## src/rtl/gpio_port_pkg.sv

```systemverilog
package gpio_port_pkg;
   localparam int unsigned PORT_W_DEF = 8;
   localparam int unsigned ADDR_W_DEF = 16;
   localparam int unsigned SYNC_N_DEF = 2;

   localparam logic [15:0] DIR_ADDR_DEF  = 16'hFE36;
   localparam logic [15:0] DATA_ADDR_DEF = 16'hFF06;
   localparam logic [15:0] PIN_ADDR_DEF  = 16'hFFB6;

   typedef enum logic [1:0] {
      SEL_NONE = 2'd0,
      SEL_DIR  = 2'd1,
      SEL_DATA = 2'd2,
      SEL_PIN  = 2'd3
   } reg_sel_e;
endpackage

```

## src/rtl/gpio_port_sync.sv

```systemverilog
module gpio_port_sync #(
   parameter int unsigned WIDTH  = 8,
   parameter int unsigned STAGES = 2
) (
   input  logic             clk,
   input  logic             por_n,
   input  logic [WIDTH-1:0] d,
   output logic [WIDTH-1:0] q
);
   localparam int unsigned CNT_W = $clog2(STAGES + 1);

   generate
      if (STAGES < 2 || STAGES > 4) begin : g_bad_stages
         $error("gpio_port_sync: STAGES must be 2..4");
      end
   endgenerate

   logic [WIDTH-1:0] chain [STAGES];

   genvar s;
   generate
      for (s = 0; s < STAGES; s++) begin : g_stage
         always_ff @(posedge clk or negedge por_n) begin
            if (!por_n) begin
               chain[s] <= '0;
            end else if (s == 0) begin
               chain[s] <= d;
            end else begin
               chain[s] <= chain[(s == 0) ? 0 : s-1];
            end
         end
      end
   endgenerate

   assign q = chain[STAGES-1];

   // Checker: once the input has held its value for STAGES edges, q shows it
   logic [WIDTH-1:0] prev_d;
   logic [CNT_W-1:0] hold_cnt;
   always_ff @(posedge clk or negedge por_n) begin
      if (!por_n) begin
         prev_d   <= '0;
         hold_cnt <= '0;
      end else begin
         prev_d <= d;
         if (d != prev_d)                    hold_cnt <= '0;
         else if (hold_cnt < CNT_W'(STAGES)) hold_cnt <= hold_cnt + 1'b1;
      end
   end

   p_sync_settle_r5: assert property (@(posedge clk) disable iff (!por_n)
      (hold_cnt == CNT_W'(STAGES)) |-> (q == prev_d));
endmodule

```

## src/rtl/gpio_port_regs.sv

```systemverilog
module gpio_port_regs #(
   parameter int unsigned WIDTH = 8
) (
   input  logic             clk,
   input  logic             por_n,
   input  logic             hw_stby,
   input  logic             wr_en,
   input  logic             sel_dir,
   input  logic             sel_data,
   input  logic [WIDTH-1:0] wdata,
   output logic [WIDTH-1:0] dir_q,
   output logic [WIDTH-1:0] data_q
);
   always_ff @(posedge clk or negedge por_n) begin
      if (!por_n) begin
         dir_q <= '0;
      end else if (hw_stby) begin
         dir_q <= '0;
      end else if (wr_en && sel_dir) begin
         dir_q <= wdata;
      end
   end

   always_ff @(posedge clk or negedge por_n) begin
      if (!por_n) begin
         data_q <= '0;
      end else if (hw_stby) begin
         data_q <= '0;
      end else if (wr_en && sel_data) begin
         data_q <= wdata;
      end
   end

   p_stby_clear_r8: assert property (@(posedge clk) disable iff (!por_n)
      hw_stby |=> (dir_q == '0 && data_q == '0));

   p_dir_write_r2: assert property (@(posedge clk) disable iff (!por_n)
      (wr_en && sel_dir && !hw_stby) |=> (dir_q == $past(wdata)));
endmodule

```

## src/rtl/gpio_port_pads.sv

```systemverilog
module gpio_port_pads #(
   parameter int unsigned WIDTH = 8
) (
   input  logic             hw_stby,
   input  logic [WIDTH-1:0] dir_q,
   input  logic [WIDTH-1:0] data_q,
   output logic [WIDTH-1:0] pin_oe,
   output logic [WIDTH-1:0] pin_out
);
   genvar i;
   generate
      for (i = 0; i < WIDTH; i++) begin : g_pad
         assign pin_oe[i]  = dir_q[i] & ~hw_stby;
         assign pin_out[i] = data_q[i];
      end
   endgenerate
endmodule

```

## src/rtl/gpio_port_top.sv

```systemverilog
module gpio_port_top
   import gpio_port_pkg::*;
#(
   parameter int unsigned    PORT_W    = PORT_W_DEF,
   parameter int unsigned    ADDR_W    = ADDR_W_DEF,
   parameter int unsigned    SYNC_N    = SYNC_N_DEF,
   parameter logic [15:0]    DIR_ADDR  = DIR_ADDR_DEF,
   parameter logic [15:0]    DATA_ADDR = DATA_ADDR_DEF,
   parameter logic [15:0]    PIN_ADDR  = PIN_ADDR_DEF
) (
   input  logic              clk,
   input  logic              por_n,
   input  logic              mrst_n,
   input  logic              sw_stby,
   input  logic              hw_stby,
   input  logic [ADDR_W-1:0] bus_addr,
   input  logic              bus_wr,
   input  logic              bus_rd,
   input  logic [PORT_W-1:0] bus_wdata,
   output logic [PORT_W-1:0] bus_rdata,
   input  logic [PORT_W-1:0] pin_in,
   output logic [PORT_W-1:0] pin_oe,
   output logic [PORT_W-1:0] pin_out
);
   generate
      if (PORT_W < 1 || PORT_W > 32) begin : g_bad_width
         $error("gpio_port_top: PORT_W must be 1..32");
      end
      if (ADDR_W != 16) begin : g_bad_addr
         $error("gpio_port_top: ADDR_W must be 16");
      end
   endgenerate

   reg_sel_e         sel;
   logic             wr_en;
   logic [PORT_W-1:0] dir_q, data_q, pin_sync;

   always_comb begin
      if      (bus_addr == DIR_ADDR)  sel = SEL_DIR;
      else if (bus_addr == DATA_ADDR) sel = SEL_DATA;
      else if (bus_addr == PIN_ADDR)  sel = SEL_PIN;
      else                            sel = SEL_NONE;
   end

   assign wr_en = bus_wr & mrst_n & ~sw_stby & ~hw_stby;

   always_comb begin
      bus_rdata = '0;
      if (bus_rd) begin
         unique case (sel)
            SEL_DIR:  bus_rdata = '1;
            SEL_DATA: bus_rdata = data_q;
            SEL_PIN:  bus_rdata = pin_sync;
            default:  bus_rdata = '0;
         endcase
      end
   end

   gpio_port_regs #(.WIDTH(PORT_W)) regs_i (
      .clk      (clk),
      .por_n    (por_n),
      .hw_stby  (hw_stby),
      .wr_en    (wr_en),
      .sel_dir  (sel == SEL_DIR),
      .sel_data (sel == SEL_DATA),
      .wdata    (bus_wdata),
      .dir_q    (dir_q),
      .data_q   (data_q)
   );

   gpio_port_sync #(.WIDTH(PORT_W), .STAGES(SYNC_N)) sync_i (
      .clk   (clk),
      .por_n (por_n),
      .d     (pin_in),
      .q     (pin_sync)
   );

   gpio_port_pads #(.WIDTH(PORT_W)) pads_i (
      .hw_stby (hw_stby),
      .dir_q   (dir_q),
      .data_q  (data_q),
      .pin_oe  (pin_oe),
      .pin_out (pin_out)
   );

   p_stby_float_r8: assert property (@(posedge clk) disable iff (!por_n)
      hw_stby |-> (pin_oe == '0));

   p_hold_r6_r7: assert property (@(posedge clk) disable iff (!por_n)
      ((!mrst_n || sw_stby) && !hw_stby) |=> ($stable(pin_oe) && $stable(pin_out)));

   p_dir_read_r3: assert property (@(posedge clk) disable iff (!por_n)
      (bus_rd && bus_addr == DIR_ADDR) |-> (bus_rdata == '1));

   p_unmapped_r9: assert property (@(posedge clk) disable iff (!por_n)
      (bus_rd && bus_addr != DIR_ADDR && bus_addr != DATA_ADDR && bus_addr != PIN_ADDR)
      |-> (bus_rdata == '0));
endmodule

```

## config.mk

```make
export PLATFORM = sky130hd
export DESIGN_NAME = gpio_port_top
export DESIGN_NICKNAME = d
export VERILOG_FILES = /design/src/rtl/gpio_port_pkg.sv /design/src/rtl/gpio_port_sync.sv /design/src/rtl/gpio_port_regs.sv /design/src/rtl/gpio_port_pads.sv /design/src/rtl/gpio_port_top.sv
export SDC_FILE = /design/constraint.sdc
export NUM_CORES = 1
export LEC_CHECK = 0
export ABC_AREA = 1
export ABC_CLOCK_PERIOD_IN_PS = 900
export BUFFER_PORTS_ARGS = -buffer_cell sky130_fd_sc_hd__buf_2
export CAP_MARGIN = 10
export CORE_MARGIN = 2
export CORE_UTILIZATION = 43
export CTS_CLUSTER_SIZE = 20
export DETAILED_ROUTE_END_ITERATION = 6
export GPL_ROUTABILITY_DRIVEN = 1
export HOLD_SLACK_MARGIN = 0.08
export PLACE_DENSITY = 0.75
export SYNTH_ARGS = -nofsm -noshare
export SYNTH_HDL_FRONTEND = slang
export SYNTH_SLANG_ARGS = --single-unit
```

## constraint.sdc

```tcl
create_clock -name clk -period 0.9 [get_ports clk]
set_input_delay 0.09 -clock clk [delete_from_list [all_inputs] [get_ports clk]]
set_output_delay 0.09 -clock clk [all_outputs]
set_load 0.01 [all_outputs]
```

==> summary.txt <==
STA
  – Period minus WS final: 1.342 ns
  – Worst setup margin: -0.4417 ns
  – Worst Skew: ~0.0037 ns
  – Final setup fails: 32
  – Slew Limit Fails: 0
  – Final hold violations: 0
  – Relative slew margins: 83.25%
  – Maximum clock rate: roughly 750 MHz
  – Final period utilization: 149.1%
  – Worst Hold Margin: 0.1927 ns
  – Worst-margin pin slew: 0.2507 ns
  – RSZ-0062 raised after global routing: yes

Final layout
  – Fraction of layout cells with a size suffix above 1: 63.64%
  – Post-Route Utilization: 81.14%
  – Antenna cells: 0
  – Fill cells: 200
  – Most used cells in the layout excluding fill and tap cells: buf_2 (47), dfrtp_1 (32), o21ai_2 (22)
  – Nets: 313
  – P&R area growth vs syn: 77.91%
  – Commonest non-fill, non-tap cell in the layout: buf_2

Clock tree
  – Clk root buf: clkbuf_4
  – CTS tree: done
  – # H-tree levels: 2
  – Clk_lat worst skew: 0.34 ns
  – CTS buffer count: 5
  – Clock Sinks: 32
  – CTS clk-pin slew, worst paths: roughly 0.10 ns
  – CTS max path bufs: 2

Hold path
  – Hold Path Class: in2reg

Worst setup path
  – Critical Path Source: regs_i.data_q[4]$_DFFE_PN0P_
  – Startpoint Class: flip-flop
  – Crit Path Category: reg2out
  – Crit path DAT: ~1.3 ns
  – Critical R2R Launch: regs_i.data_q[1]$_DFFE_PN0P_
  – Critical Path Fanout Max: 2
  – Worst r2r dst: regs_i.data_q[1]$_DFFE_PN0P_
  – Reg2reg setup slack: roughly 0.01 ns
  – CP Capture Type: output pin
  – CP Data Required Time: between 0.8 and 0.9 ns
  – Reg2Reg Depth: 4
  – Crit path to: bus_rdata[4]

Route
  – DR vias/cell: just under 5
  – Routed wire length per instance: 14.38 µm
  – Detailed Routing Iterations Pass 1: 4
  – Post-DRT Antenna Nets: 0
  – DRT iter0 DRCs: 36
  – DRC Markers: 0
  – Vias: about 1600
  – Total wire length: around 4.6 mm

Floorplan
  – Total Die Area: approximately 4000 µm²
  – Die width: 64.19 µm
  – Initial Util: roughly 46%
  – Site Rows: 21
  – Die height: between 60 and 70 µm
  – Core area: 3416 µm²
  – Ports: 63

Logic synthesis
  – Synth async-reset ratio: 100.0%
  – Post-synthesis net count: 204
  – Count of yosys warnings during synthesis: 0
  – Post-synthesis compound-gate area fraction: 10.12%
  – Ys flop type: dfrtp_1
  – Post-synthesis register bit count: 32
  – Cells after Synth: 165
  – Syn Std Cell Area: around 1600 µm²
  – Largest family of logic cells by synthesized area: simple AND/OR/NAND/NOR gates
  – Simple-gate share of the synthesized area: 29.72%
  – XOR/XNOR Fraction of Synth Area: 0%
  – Post-Synth Adder-Cell Area: 0%
  – Synthesized area per cell: 9.441 µm²
  – Sequential element share of the synthesized area: 51.41%
  – Mux contribution to synthesized area: 0%
  – Netlist cell types: 21
  – Number of synthesized flops with an enable pin: 0

GRT
  – Overflow after GRT: 0
  – Vias in the first global route: 1572
  – Largest net degree at the start of global routing: 33
  – Total GRT Usage: ~22%
  – First-pass GRT wire length: 6.844 mm
  – Initial antenna violation count: 0

Power
  – PD cells: 1067 nW/µm²
  – Pleak: 0.001306 µW
  – VDD IR max: ~0.0015 V

Placement
  – Post-place setup slack: -0.3450 ns
  – Detail Placement HPWL: 2.530 mm
  – RD Place Congestion: 0.7372
  – IO buf count: 62

Status
  – Failing checks: setup timing
  – Status: finished with violations

Run
  – Max cap viols: 0
==> critical path, cell delays in order (launching register included) <==
cell and delay [ns]:
dfrtp_1 0.39, inv_1 0.09, nand4_1 0.14, o21ai_2 0.10, nor2_2 0.05, buf_2 0.14
==> cell families after synthesis <==
family          count (synthesis)
simple gates                   81
compound gates                 24
buf+inv                        28
flops                          32
==> synthesized netlist by cell type (3+ instances only) <==
cell type | number | share of area (%)
o21ai_1 | 6 | 1.9
nor2_2 | 3 | 1.2
nand3_1 | 7 | 2.2
nand4_1 | 10 | 4.0
nand2_1 | 24 | 5.8
o21ai_2 | 10 | 5.6
nand2_2 | 5 | 2.0
dfrtp_1 | 32 | 51
o21ai_0 | 8 | 2.6
buf_6 | 4 | 2.9
nor2_1 | 20 | 4.8
nand3_2 | 6 | 3.9
inv_1 | 22 | 5.3
==> cell type report <==
class	instances	area, µm²	share of cell area [%]
Tap cell	46	57.56	2.077
Multi-Input combinational cell	105	839.6	30.29
Inverter	23	90.09	3.251
Clock inverter	3	42.54	1.535
Timing Repair Buffer	107	903.4	32.60
Sequential cell	32	800.8	28.89
Clock buffer	5	37.54	1.354
==> stage by stage <==
| stage | setup TNS [ns] | area, µm² | power [µW] | instances |
|---|---|---|---|---|
| after floorplan | -0.8445 | 1637 | 1601 | 165 |
| after global placement | -6.445 | 2153 | 1766 | 289 |
| after detailed placement | -6.865 | 2153 | 1771 | 289 |
| after CTS | -5.628 | 2521 | 2910 | 316 |
| after global routing | -7.369 | 2771 | 3062 | 321 |
| final | -5.841 | 2771 | 2956 | 321 |
==> state kept, by name (all words and copies together) (netlist names) <==
name	count
regs_i.data_q	8
regs_i.dir_q	8
sync_i.chain	8
sync_i.q	8
==> power breakdown <==
group	internal, µW	total (µW)	switching (µW)	leakage (µW)
Sequential	1470	1490	15.0	0.000410
Combinational	180	366	187	0.000855
Clock	579	1100	524	0.0000412
Total	2230	2960	725	0.00131
==> timing repair <==
item | in CTS | in global routing
gates resized for setup | 27 | 48
endpoints found under the setup margin | 24 | 32
gates cloned | 0 | 1
hold endpoints to repair | 56 | 0
setup buffers | 4 | 8
hold buffers | 17 | 0
pin swaps | 16 | 17
==> metal layers <==
metal / vias up / global-route usage (%) / part of all wire (%)
met3: 5 / 5.634 / 5.7
met1: 758 / 24.35 / 36
met5: - / 0 / 0
met2: 58 / 39.45 / 57
li1: 753 / - / -
met4: 0 / 6.383 / 1.0
==> how the worst min path moves through the flow <==
stage                 start                            to  slack, ns  cells past startpoint
floorplan             por_n  regs_i.data_q[0]$_DFFE_PN0P_      -0.21                      0
global placement      por_n    sync_i.chain[14]$_DFF_PN0_       0.05                      2
detailed placement    por_n    sync_i.chain[14]$_DFF_PN0_       0.06                      2
CTS                 sw_stby   regs_i.dir_q[1]$_DFFE_PN0P_       0.19                      5
global route        hw_stby   regs_i.dir_q[2]$_DFFE_PN0P_       0.21                      5
finish              hw_stby   regs_i.dir_q[2]$_DFFE_PN0P_       0.19                      5
Power figures use the tool's default switching activity.
